===== config.mk =====
export PLATFORM = sky130hd
export DESIGN_NAME = owm_master
export DESIGN_NICKNAME = d
export VERILOG_FILES = /design/src/rtl/owm_pkg.sv /design/src/rtl/owm_us_tick.sv /design/src/rtl/owm_sync.sv /design/src/rtl/owm_slot.sv /design/src/rtl/owm_master.sv
export SDC_FILE = /design/constraint.sdc
export NUM_CORES = 1
export LEC_CHECK = 0
export CAP_MARGIN = 20
export CORE_AREA = 2 2 90 92
export CTS_BUF_LIST = sky130_fd_sc_hd__clkbuf_4 sky130_fd_sc_hd__clkbuf_8
export CTS_CLUSTER_SIZE = 30
export DETAILED_ROUTE_END_ITERATION = 12
export DIE_AREA = 0 0 92 94
export PLACE_DENSITY = 0.72
export REMOVE_ABC_BUFFERS = 1
export SLEW_MARGIN = 5
export SYNTH_ARGS = -nofsm -noshare
export SYNTH_HDL_FRONTEND = slang
export SYNTH_HIERARCHICAL = 1
export SYNTH_SLANG_ARGS = --single-unit

===== constraint.sdc =====
create_clock -name clk -period 2.07 [get_ports clk]
set_input_delay 0.207 -clock clk [delete_from_list [all_inputs] [get_ports clk]]
set_output_delay 0.207 -clock clk [all_outputs]
set_load 0.05 [all_outputs]

===== src/rtl/owm_pkg.sv =====
// Shared types and slot timing constants for the one-wire master.
// Assumes all times are in microseconds before scaling.
package owm_pkg;

    localparam int BYTE_W = 8;

    typedef enum logic [2:0] {
        OP_RESET = 3'd0,
        OP_WBIT  = 3'd1,
        OP_RBIT  = 3'd2,
        OP_WBYTE = 3'd3,
        OP_RBYTE = 3'd4,
        OP_TOUCH = 3'd5
    } op_e;

    typedef enum logic [1:0] {
        SL_W1  = 2'd0,
        SL_W0  = 2'd1,
        SL_RD  = 2'd2,
        SL_RST = 2'd3
    } slot_e;

    localparam int W1_LOW_US  = 6;
    localparam int W1_REL_US  = 64;
    localparam int W0_LOW_US  = 60;
    localparam int W0_REL_US  = 10;
    localparam int RD_LOW_US  = 6;
    localparam int RD_SMP_US  = 9;
    localparam int RD_REL_US  = 64;
    localparam int RST_LOW_US = 480;
    localparam int RST_SMP_US = 70;
    localparam int RST_REL_US = 480;

endpackage


===== src/rtl/owm_us_tick.sv =====
// Microsecond tick divider. Pulses tick once every CLKS_PER_US cycles.
// clr restarts the count so the first tick comes CLKS_PER_US cycles later.
module owm_us_tick #(
    parameter int CLKS_PER_US = 100
) (
    input  logic clk,
    input  logic rst_n,
    input  logic clr,
    output logic tick
);

    generate
        if (CLKS_PER_US <= 1) begin : g_every
            assign tick = 1'b1;
        end else begin : g_div
            localparam int CW = $clog2(CLKS_PER_US);
            localparam logic [CW-1:0] LAST = CW'(CLKS_PER_US - 1);
            logic [CW-1:0] cnt_q;

            // count cycles within one microsecond
            always_ff @(posedge clk) begin
                if (!rst_n || clr)      cnt_q <= '0;
                else if (cnt_q == LAST) cnt_q <= '0;
                else                    cnt_q <= cnt_q + CW'(1);
            end

            assign tick = (cnt_q == LAST);

            AST_TICK_GAP: assert property (@(posedge clk) disable iff (!rst_n)
                tick |=> !tick);
        end
    endgenerate

endmodule


===== src/rtl/owm_sync.sv =====
// Two-flop synchronizer for the asynchronous bus level. Resets to the
// idle (high) level of a pulled-up line.
module owm_sync #(
    parameter int STAGES = 2
) (
    input  logic clk,
    input  logic rst_n,
    input  logic din,
    output logic dout
);

    logic [STAGES-1:0] chain_q;

    // shift the line level through the flop chain
    always_ff @(posedge clk) begin
        if (!rst_n) chain_q <= '1;
        else        chain_q <= {chain_q[STAGES-2:0], din};
    end

    assign dout = chain_q[STAGES-1];

endmodule


===== src/rtl/owm_slot.sv =====
// Single-slot engine: a low phase, then a release phase with an optional
// sample point. Phase lengths come from the slot kind and DELAY_SCALE.
// Assumes start arrives only while idle and the tick divider is cleared
// on start.
module owm_slot
    import owm_pkg::*;
#(
    parameter int DELAY_SCALE = 1
) (
    input  logic  clk,
    input  logic  rst_n,
    input  logic  tick,
    input  logic  start,
    input  slot_e kind,
    input  logic  line_s,
    output logic  drive_low,
    output logic  slot_done,
    output logic  sample
);

    localparam int MAX_US = RST_LOW_US * DELAY_SCALE;
    localparam int UW     = $clog2(MAX_US + 1);

    typedef enum logic [1:0] {E_IDLE, E_LOW, E_REL} est_e;

    est_e          st_q;
    slot_e         kind_q;
    logic [UW-1:0] us_q;
    logic [UW-1:0] low_len, rel_len, smp_at;
    logic          has_smp;

    // phase lengths for the latched slot kind
    always_comb begin
        has_smp = 1'b0;
        smp_at  = UW'(1);
        case (kind_q)
            SL_W1: begin
                low_len = UW'(W1_LOW_US * DELAY_SCALE);
                rel_len = UW'(W1_REL_US * DELAY_SCALE);
            end
            SL_W0: begin
                low_len = UW'(W0_LOW_US * DELAY_SCALE);
                rel_len = UW'(W0_REL_US * DELAY_SCALE);
            end
            SL_RD: begin
                low_len = UW'(RD_LOW_US * DELAY_SCALE);
                rel_len = UW'(RD_REL_US * DELAY_SCALE);
                smp_at  = UW'(RD_SMP_US * DELAY_SCALE);
                has_smp = 1'b1;
            end
            default: begin
                low_len = UW'(RST_LOW_US * DELAY_SCALE);
                rel_len = UW'(RST_REL_US * DELAY_SCALE);
                smp_at  = UW'(RST_SMP_US * DELAY_SCALE);
                has_smp = 1'b1;
            end
        endcase
    end

    // slot sequencer: low phase, release phase, sample, done pulse
    always_ff @(posedge clk) begin
        if (!rst_n) begin
            st_q      <= E_IDLE;
            kind_q    <= SL_W1;
            us_q      <= '0;
            drive_low <= 1'b0;
            slot_done <= 1'b0;
            sample    <= 1'b1;
        end else begin
            slot_done <= 1'b0;
            case (st_q)
                E_IDLE: begin
                    if (start) begin
                        st_q      <= E_LOW;
                        kind_q    <= kind;
                        us_q      <= '0;
                        drive_low <= 1'b1;
                    end
                end
                E_LOW: begin
                    if (tick) begin
                        if (us_q == low_len - UW'(1)) begin
                            st_q      <= E_REL;
                            us_q      <= '0;
                            drive_low <= 1'b0;
                        end else begin
                            us_q <= us_q + UW'(1);
                        end
                    end
                end
                E_REL: begin
                    if (tick) begin
                        if (has_smp && us_q == smp_at - UW'(1)) sample <= line_s;
                        if (us_q == rel_len - UW'(1)) begin
                            st_q      <= E_IDLE;
                            slot_done <= 1'b1;
                        end else begin
                            us_q <= us_q + UW'(1);
                        end
                    end
                end
                default: st_q <= E_IDLE;
            endcase
        end
    end

    AST_START_WHEN_IDLE: assert property (@(posedge clk) disable iff (!rst_n)
        start |-> (st_q == E_IDLE));
    AST_DONE_RELEASED: assert property (@(posedge clk) disable iff (!rst_n)
        slot_done |-> !drive_low);

endmodule


===== src/rtl/owm_master.sv =====
// One-wire bus timing master. Accepts one command at a time, splits it
// into slots for the slot engine, and collects the sampled results.
// Assumes an external pull-up on the bus and an asynchronous bus_in.
module owm_master
    import owm_pkg::*;
#(
    parameter int CLKS_PER_US = 100,
    parameter int DELAY_SCALE = 1
) (
    input  logic              clk,
    input  logic              rst_n,
    input  logic              cmd_valid,
    input  logic [2:0]        cmd_op,
    input  logic              cmd_bit,
    input  logic [BYTE_W-1:0] cmd_byte,
    output logic              busy,
    output logic              done,
    output logic              rd_bit,
    output logic [BYTE_W-1:0] rd_byte,
    output logic              presence,
    output logic              bus_drive_low,
    input  logic              bus_in
);

    localparam int CW = $clog2(BYTE_W);

    logic              accept, start, last, tick, line_s, slot_done, smp;
    slot_e             kind;
    logic [2:0]        op_q;
    logic [BYTE_W-1:0] sh_q, res_q, res_nx;
    logic [CW-1:0]     cnt_q, nb_q;

    function automatic slot_e pick(input logic [2:0] op, input logic b);
        case (op)
            OP_RESET: pick = SL_RST;
            OP_RBIT,
            OP_RBYTE: pick = SL_RD;
            OP_TOUCH: pick = b ? SL_RD : SL_W0;
            default:  pick = b ? SL_W1 : SL_W0;
        endcase
    endfunction

    // command acceptance and next-slot launch
    always_comb begin
        accept = cmd_valid && !busy && (cmd_op <= OP_TOUCH);
        last   = (cnt_q == nb_q);
        start  = accept || (busy && slot_done && !last);
        res_nx = {smp, res_q[BYTE_W-1:1]};
        if (accept) kind = pick(cmd_op, (cmd_op == OP_WBYTE) ? cmd_byte[0] : cmd_bit);
        else        kind = pick(op_q, sh_q[1]);
    end

    owm_us_tick #(.CLKS_PER_US(CLKS_PER_US)) u_tick (
        .clk(clk), .rst_n(rst_n), .clr(start), .tick(tick)
    );

    owm_sync #(.STAGES(2)) u_sync (
        .clk(clk), .rst_n(rst_n), .din(bus_in), .dout(line_s)
    );

    owm_slot #(.DELAY_SCALE(DELAY_SCALE)) u_slot (
        .clk(clk), .rst_n(rst_n), .tick(tick), .start(start), .kind(kind),
        .line_s(line_s), .drive_low(bus_drive_low), .slot_done(slot_done),
        .sample(smp)
    );

    // command state, bit shifting and result capture
    always_ff @(posedge clk) begin
        if (!rst_n) begin
            busy     <= 1'b0;
            done     <= 1'b0;
            op_q     <= OP_RESET;
            sh_q     <= '0;
            res_q    <= '0;
            cnt_q    <= '0;
            nb_q     <= '0;
            rd_bit   <= 1'b0;
            rd_byte  <= '0;
            presence <= 1'b0;
        end else begin
            done <= 1'b0;
            if (accept) begin
                busy  <= 1'b1;
                op_q  <= cmd_op;
                sh_q  <= (cmd_op == OP_WBYTE) ? cmd_byte : {{(BYTE_W-1){1'b0}}, cmd_bit};
                res_q <= '0;
                cnt_q <= '0;
                nb_q  <= (cmd_op == OP_WBYTE || cmd_op == OP_RBYTE) ? CW'(BYTE_W - 1) : '0;
            end else if (busy && slot_done) begin
                res_q <= res_nx;
                sh_q  <= sh_q >> 1;
                cnt_q <= cnt_q + CW'(1);
                if (last) begin
                    busy <= 1'b0;
                    done <= 1'b1;
                    case (op_q)
                        OP_RESET: presence <= !smp;
                        OP_RBIT:  rd_bit   <= smp;
                        OP_TOUCH: rd_bit   <= sh_q[0] ? smp : 1'b0;
                        OP_RBYTE: rd_byte  <= res_nx;
                        default:  ;
                    endcase
                end
            end
        end
    end

    AST_DRIVE_NEEDS_BUSY: assert property (@(posedge clk) disable iff (!rst_n)
        bus_drive_low |-> busy);
    AST_DONE_SINGLE: assert property (@(posedge clk) disable iff (!rst_n)
        done |=> !done);
    AST_BUSY_FALL_DONE: assert property (@(posedge clk) disable iff (!rst_n)
        $fell(busy) |-> done);
    AST_BAD_OP_IGNORED: assert property (@(posedge clk) disable iff (!rst_n)
        (!busy && cmd_valid && cmd_op > 3'd5) |=> !busy);

endmodule


==> results of run 1 <==
==> repair_timing <==
item	in CTS	in global routing
buffers inserted	0	2
resized for setup	0	5
setup endpoints to repair	0	7
==> worst reg2reg max path, delay by kind of cell (launching register included) <==
| kind | cells | cell delay (ns) |
|---|---|---|
| AO/OA/AOI/OAI | 3 | 0.73 |
| buffers and inverters | 1 | 0.14 |
| flip-flops | 1 | 0.33 |
| AND/OR/NAND/NOR | 3 | 0.68 |
==> routing by layer <==
metal  track usage, %  part of all wire, %  up-vias
met5                0                    0        -
met4            6.716                  2.1        0
met3            4.013                  4.6       14
met2            24.63                   44       59
met1            22.33                   49     1236
li1                 -                    -     1391
==> cells in the mapped netlist (all sizes together), types with 3 or more instances <==
cell type  count  area (um^2)
clkbuf         4        15.01
inv           10        37.54
o21ai         32        197.7
mux2i          3        30.03
nor3           8        40.04
a21boi         5        37.54
nand2         66        250.2
o22ai          6        37.54
xor2           4        35.03
nor4           3        33.78
nand2b         6        37.54
nand3         20        115.1
nand4          3        18.77
nand3b         9        67.56
ha             7        87.58
o2111ai        3        43.80
and3           3        18.77
a21oi         28        143.9
a31oi          5        31.28
nor2          27        103.9
xnor2          3        26.28
buf           14        96.34
nor3b          3        22.52
dfxtp         59         1181
==> state kept, by name, indices dropped and copies added (netlist names), 2 cells and up <==
signal              cells
res_q                   7
sh_q                    8
u_tick/g_div.cnt_q      7
cnt_q                   3
u_sync/chain_q          2
u_slot/us_q             9
u_slot/kind_q           2
op_q                    3
u_slot/st_q             2
rd_byte                 8
==> stage by stage <==
stage,hold slack [ns],setup TNS [ns]
floorplan,0.2689,-3.794
global placement,0.4177,-0.2368
detailed placement,0.4227,-0.4317
CTS,0.2848,0
global route,0.3210,-0.01024
finish,0.2998,0
==> layout by cell type (no fill, tap or decap), types with 8 or more instances in the layout <==
cell type,netlist,routed
inv_1,10,10
o21ai_0,20,20
nand3b_1,9,9
nand2_1,65,65
o21ai_2,10,11
clkbuf_8,0,9
nor3_1,8,8
nand3_1,17,17
clkdlybuf4s50_1,0,27
dfxtp_1,59,59
a21oi_1,27,27
nor2_1,26,26
buf_4,1,27
==> final timing paths <==
| check | slack, ns | end | cells after the start | start |
|---|---|---|---|---|
| worst max-delay path | 0.07 | u_slot/us_q[8]$_SDFFE_PN0P_ | 7 | u_slot/us_q[1]$_SDFFE_PN0P_ |
| worst min-delay path | 0.30 | rd_byte[1]$_SDFFE_PN0P_ | 3 | rst_n |
| worst max register to register | 0.07 | u_slot/us_q[8]$_SDFFE_PN0P_ | 7 | u_slot/us_q[1]$_SDFFE_PN0P_ |
| worst min register to register | 0.45 | u_sync/chain_q[1]$_SDFF_PN1_ | 1 | u_sync/chain_q[0]$_SDFF_PN1_ |
==> logic make-up (layout without fill, tap and decap cells) <==
family | after synthesis | count (layout) | synth area share (%)
AO/OA/AOI/OAI | 97 | 97 | 22.44
XOR/XNOR | 7 | 7 | 2.029
adder cells (fa/ha/maj) | 7 | 7 | 2.898
buffers and inverters | 28 | 81 | 4.927
flip-flops | 59 | 59 | 39.09
multiplexers | 3 | 3 | 0.9938
AND/OR/NAND/NOR | 163 | 163 | 27.62
==> layout make-up <==
class	instances	area [um^2]	area share, %
Clock inverter	7	100.1	2.660
Multi-Input combinational cell	277	1715	45.58
Sequential cell	59	1181	31.38
Clock buffer	9	123.9	3.291
Tap cell	102	127.6	3.391
Timing Repair Buffer	55	478.0	12.70
Inverter	10	37.54	0.9973
==> power breakdown <==
part	internal [mW]	total, mW	switching [mW]	leakage [nW]
logic	0.221	0.505	0.284	0.745
registers	1.18	1.23	0.0501	0.479
clock network	0.687	1.19	0.499	0.114
total	2.09	2.92	0.834	1.34
==> results.md, run 1 <==
- Worst Max-Slew Pin Slew: about 0.6 ns
- First-pass GRT wire length: approximately 11000 um
- Diode count: 0
- Distinct cells, synth: 61
- Antenna violations before repair: 0
- Routed len/inst: between 10 and 15 um
- IO buf count: 28
- CP max-delay cell: or3_4
- Die Ht: approximately 94 um
- Core area: around 7600 um^2
- Outcome: finished clean
- Final Setup Violations: 0
- Crit path buffers/inverters: 1
- Crit. End Element: register
- VDD IR max: 0.4457 mV
- Post-layout util: between 40% and 50%
- Htree depth: 3
- HP Class: primary input to register
- Worst setup SP type: register
- Clk sink count: 59
- Vias per cell: around 5.2
- Pin count of the biggest net entering global routing: 25
- Fin. max-slew vios: 0
- Mapped cell area: roughly 3000 um^2
- Die W: roughly 92 um
- Slowest stage delay, CP: around 0.41 ns
- Required @ worst endpoint: around 2.3 ns
- Final Worst Setup Slack: 0.06692 ns
- Clock Tree Buf Depth: 2
- Post-DRT Antenna Nets: 0
- # IOs: 29
- Minimum clock period: between 2 and 2.5 ns
- RePlAce Congestion: between 0.8 and 0.9
- Fin crit share: a little over nine tenths
- DR vias: 2700
- Max Cap Violations: 0
- DR pass1 iterations: 4
- Pre-CTS setup slack: -0.09438 ns
- CP Max Fanout: 6
- Placed cells: around 500
- Final nets: 435
- Initial core utilization: between 30 and 40%
- Power per cell area: just under 800 nW/um^2
- Final std cells w/o fill: 519
- DR iter-0 viols: 209
- Fillers: between 700 and 800
- Layout Skew: approximately 0.0067 ns
- Aggregate global-route resource usage: 16.33%
- Fin. Hold Viols: 0
- Syn_area_per_cell: around 8.3 um^2
- HPWL Detailed: about 4700 um
- Family with the most delay on the worst path: compound AO/OA/AOI/OAI gates
- Final Cell Area: between 3000 and 4000 um^2
- Drt drc: 0
- Layout Area Growth over Synthesis: 24.55%
- Top FF cell, synth: dfxtp_1
- Placement Cell Area: around 3500 um^2
- CP arrival: 2.23 ns
- CTS tree: done
- Power Total: around 2.9 mW
- Number of synthesized register bits: a little under 60
- Gr ovfl total: 0
- Die area: between 8000 and 9000 um^2
- Syn Inst Count: 364
- Routed WL: ~6600 um
- Clock insertion delay at the later pin of the skew report: ~0.34 ns
- Leakage: between 1 and 1.5 nW
- Crit Path Class: register to register
- Layout cells sized above 1: a little under a fifth
- Crit-path cells: or3_4 > o32a_4 > a2111oi_4 > nor2_2 > nand2_2 > buf_4 > o22ai_1
- Slew headroom: between 50% and 60%
- CTS root buf: clkbuf_8
- Fmax: 499.2 MHz
- # rows: 32
- Number of flops mapped to enable cells by yosys: 0
- Clock buffer count from CTS: 9
- # hold bufs at CTS: 0
- Vias in the first global route: ~2500
- Clk slew on worst S/H paths: ~0.08 ns
- Register area share after synthesis: between 30 and 40%
- Warnings, synthesis: 6
- Post-synth ARST share: 0%
Power figures use the tool's default switching activity.
==> run 2: changes to the inputs <==
Settings changed: CORE_AREA 2 2 90 92 to 2 2 79 81, DIE_AREA 0 0 92 94 to 0 0 81 83, PLACE_DENSITY 0.72 to 0.87, SKIP_CTS_REPAIR_TIMING set to 1, SKIP_LAST_GASP set to 1.
==> run 2 against run 1 <==
Fmax up 1.1%. Die area down 22%. Highest routed layer unchanged. Count of clock-buffer cells in the layout unchanged. Critical path type unchanged.
==> results.md, run 2 (synthesis results as in run 1) <==
- Clock insertion delay at the later pin of the skew report: around 0.36 ns
- Routed len/inst: between 10 and 15 um
- Worst hold margin: roughly 0.23 ns
- Most common cell after layout, fill and taps aside: nand2_1
- Worst setup SP type: register
- Commonest non-fill, non-tap cells in the layout: nand2_1 (65), dfxtp_1 (57), clkdlybuf4s50_1 (27)
- Vias in the first global route: approximately 2700
- DR iter-0 viols: between 300 and 400
- Crit Path Class: register to register
- CP Max Fanout: 6
- Internal Pwr Total: roughly 2.2 mW
- Fin crit share: 95.72%
- IO buf count: 28
- CTS root buf: clkbuf_8
- Power per cell area: 824.1 nW/um^2
- Post-DRT Antenna Nets: 0
- Placed cells: ~470
- CTS tree: done
- Fillers: 517
- Die Ht: 83 um
- Slew headroom: 60.13%
- Net Sw Frac: 27.95%
- Die W: just over 80 um
- Final Cell Area: between 3000 and 4000 um^2
- Final Worst Setup Slack: about 0.089 ns
- Clk slew on worst S/H paths: 0.07 ns
- Crit-path cells: or3_4 > o32a_4 > a2111oi_4 > nor2_2 > nand2_2 > buf_4 > o22ai_1
- Fin. Hold Viols: 0
- Clock Power Share: 42.9%
- Combinational power share: approximately 17%
- P_sw: approximately 0.85 mW
- Placement Cell Area: approximately 3400 um^2
- Routed WL: between 7000 and 8000 um
- Diode count: 0
- Leakage: about 1.3 nW
- Minimum clock period: 1.981 ns
- Clock Tree Buf Depth: 2
- First-pass GRT wire length: between 10000 and 15000 um
- DR pass1 iterations: 4
- # rows: 28
- Reg area: roughly 1200 um^2
- Aggregate global-route resource usage: a little under a quarter
- Largest Register: u_slot/us_q
- DR vias: between 2000 and 3000
- Required @ worst endpoint: about 2.3 ns
- RePlAce Congestion: 0.8463
- Die area: 6723 um^2
- Initial core utilization: just over 50%
- Pre-CTS setup slack: -0.1029 ns
- Clk sink count: 59
- Max Cap Violations: 0
- Final Setup Violations: 0
- Final nets: around 430
- Fin. max-slew vios: 0
- HP Class: primary input to register
- Outcome: finished clean
- VDD IR max: approximately 0.50 mV
- Area taken by multi-input logic gates: 1709 um^2
- Largest registers: u_slot/us_q (9), rd_byte (8), sh_q (8)
- Vias per cell: around 5.8
- Layout Skew: 0.01543 ns
- Worst Max-Slew Pin Slew: around 0.60 ns
- RSZ-0062 raised after global routing: yes
- # IOs: 29
- CP max-delay cell: or3_4
- Part of the power in registers: approximately two fifths
- Layout Area Growth over Synthesis: 22.73%
- Final std cells w/o fill: 485
- Fmax: ~500 MHz
- Core area: around 5800 um^2
- Crit. End Element: register
- Gr ovfl total: 0
- CP arrival: 2.22 ns
- Clock buffer count from CTS: 9
- Drt drc: 0
- Antenna violations before repair: 0
- Pin count of the biggest net entering global routing: 39
- Layout cells sized above 1: between 15 and 20%
- Slowest stage delay, CP: ~0.40 ns
- Largest register FFs: 9
- HPWL Detailed: between 4000 and 5000 um
- Htree depth: 3
==> run 2: cell types whose count changed in the layout (fill, tap and decap cells not counted), sizes merged <==
cell      previous run  this run
buf                 28        21
clkinv               3         0
clkinvlp             0         2
bufinv               2         3
==> run 2: path summary, 6_finish.rpt <==
check | slack, ns | start | end | depth (start not counted)
worst min-delay path | 0.23 | rst_n | u_sync/chain_q[1]$_SDFF_PN1_ | 2
worst max register to register | 0.09 | u_slot/us_q[1]$_SDFFE_PN0P_ | u_slot/us_q[8]$_SDFFE_PN0P_ | 7
worst max-delay path | 0.09 | u_slot/us_q[1]$_SDFFE_PN0P_ | u_slot/us_q[8]$_SDFFE_PN0P_ | 7
worst min register to register | 0.42 | u_sync/chain_q[0]$_SDFF_PN1_ | u_sync/chain_q[1]$_SDFF_PN1_ | 1
==> run 2: metal layers <==
layer  track usage, %  wire, um  share of wire [%]  vias up
met5                0         0                  0        -
met4            10.48       156                2.2        0
met3            5.326       300                4.2       17
met2            37.79      3638                 51       80
met1            27.85      2994                 42     1312
li1                 -         -                  -     1389
==> run 2: critical path, delay by kind of cell (launching register included) <==
kind,cells,cell delay [ns]
and+or+nand+nor,3,0.66
DFF,1,0.31
buffers and inverters,1,0.14
AOI/OAI and AO/OA,3,0.76
==> run 2: through the flow <==
stage	utilization, %	setup TNS (ns)	power, mW
final	63.77	0	3.056
after global routing	63.77	-0.02363	3.176
after CTS	63.43	0	3.051
after detailed placement	59.19	-0.4879	1.746
after global placement	59.19	-0.2016	1.721
after floorplan	-	-3.794	1.560
==> run 2: final cells by class <==
class                      count  share of cell area, %
sequential                    59                  31.92
clock inverter                 7                  3.306
inverter                      10                  1.012
tap                           75                  2.530
clock buffer                   9                  3.340
multi-input combinational    277                  46.09
timing repair buffer          48                  11.81
==> run 2: power groups by stage <==
stage	registers, mW	logic, mW	clock network (mW)
2_1_floorplan	1.26	0.298	0
3_3_place_gp	1.25	0.468	0
3_5_place_dp	1.26	0.490	0
4_1_cts	1.23	0.499	1.32
5_1_grt	1.24	0.560	1.38
6_report	1.23	0.510	1.31
==> run 3: changes to the inputs <==
Settings changed: CTS_CLUSTER_DIAMETER set to 150.
==> results of run 3 <==
Same layout as run 2: the final DEF is identical, and so are final timing and power.
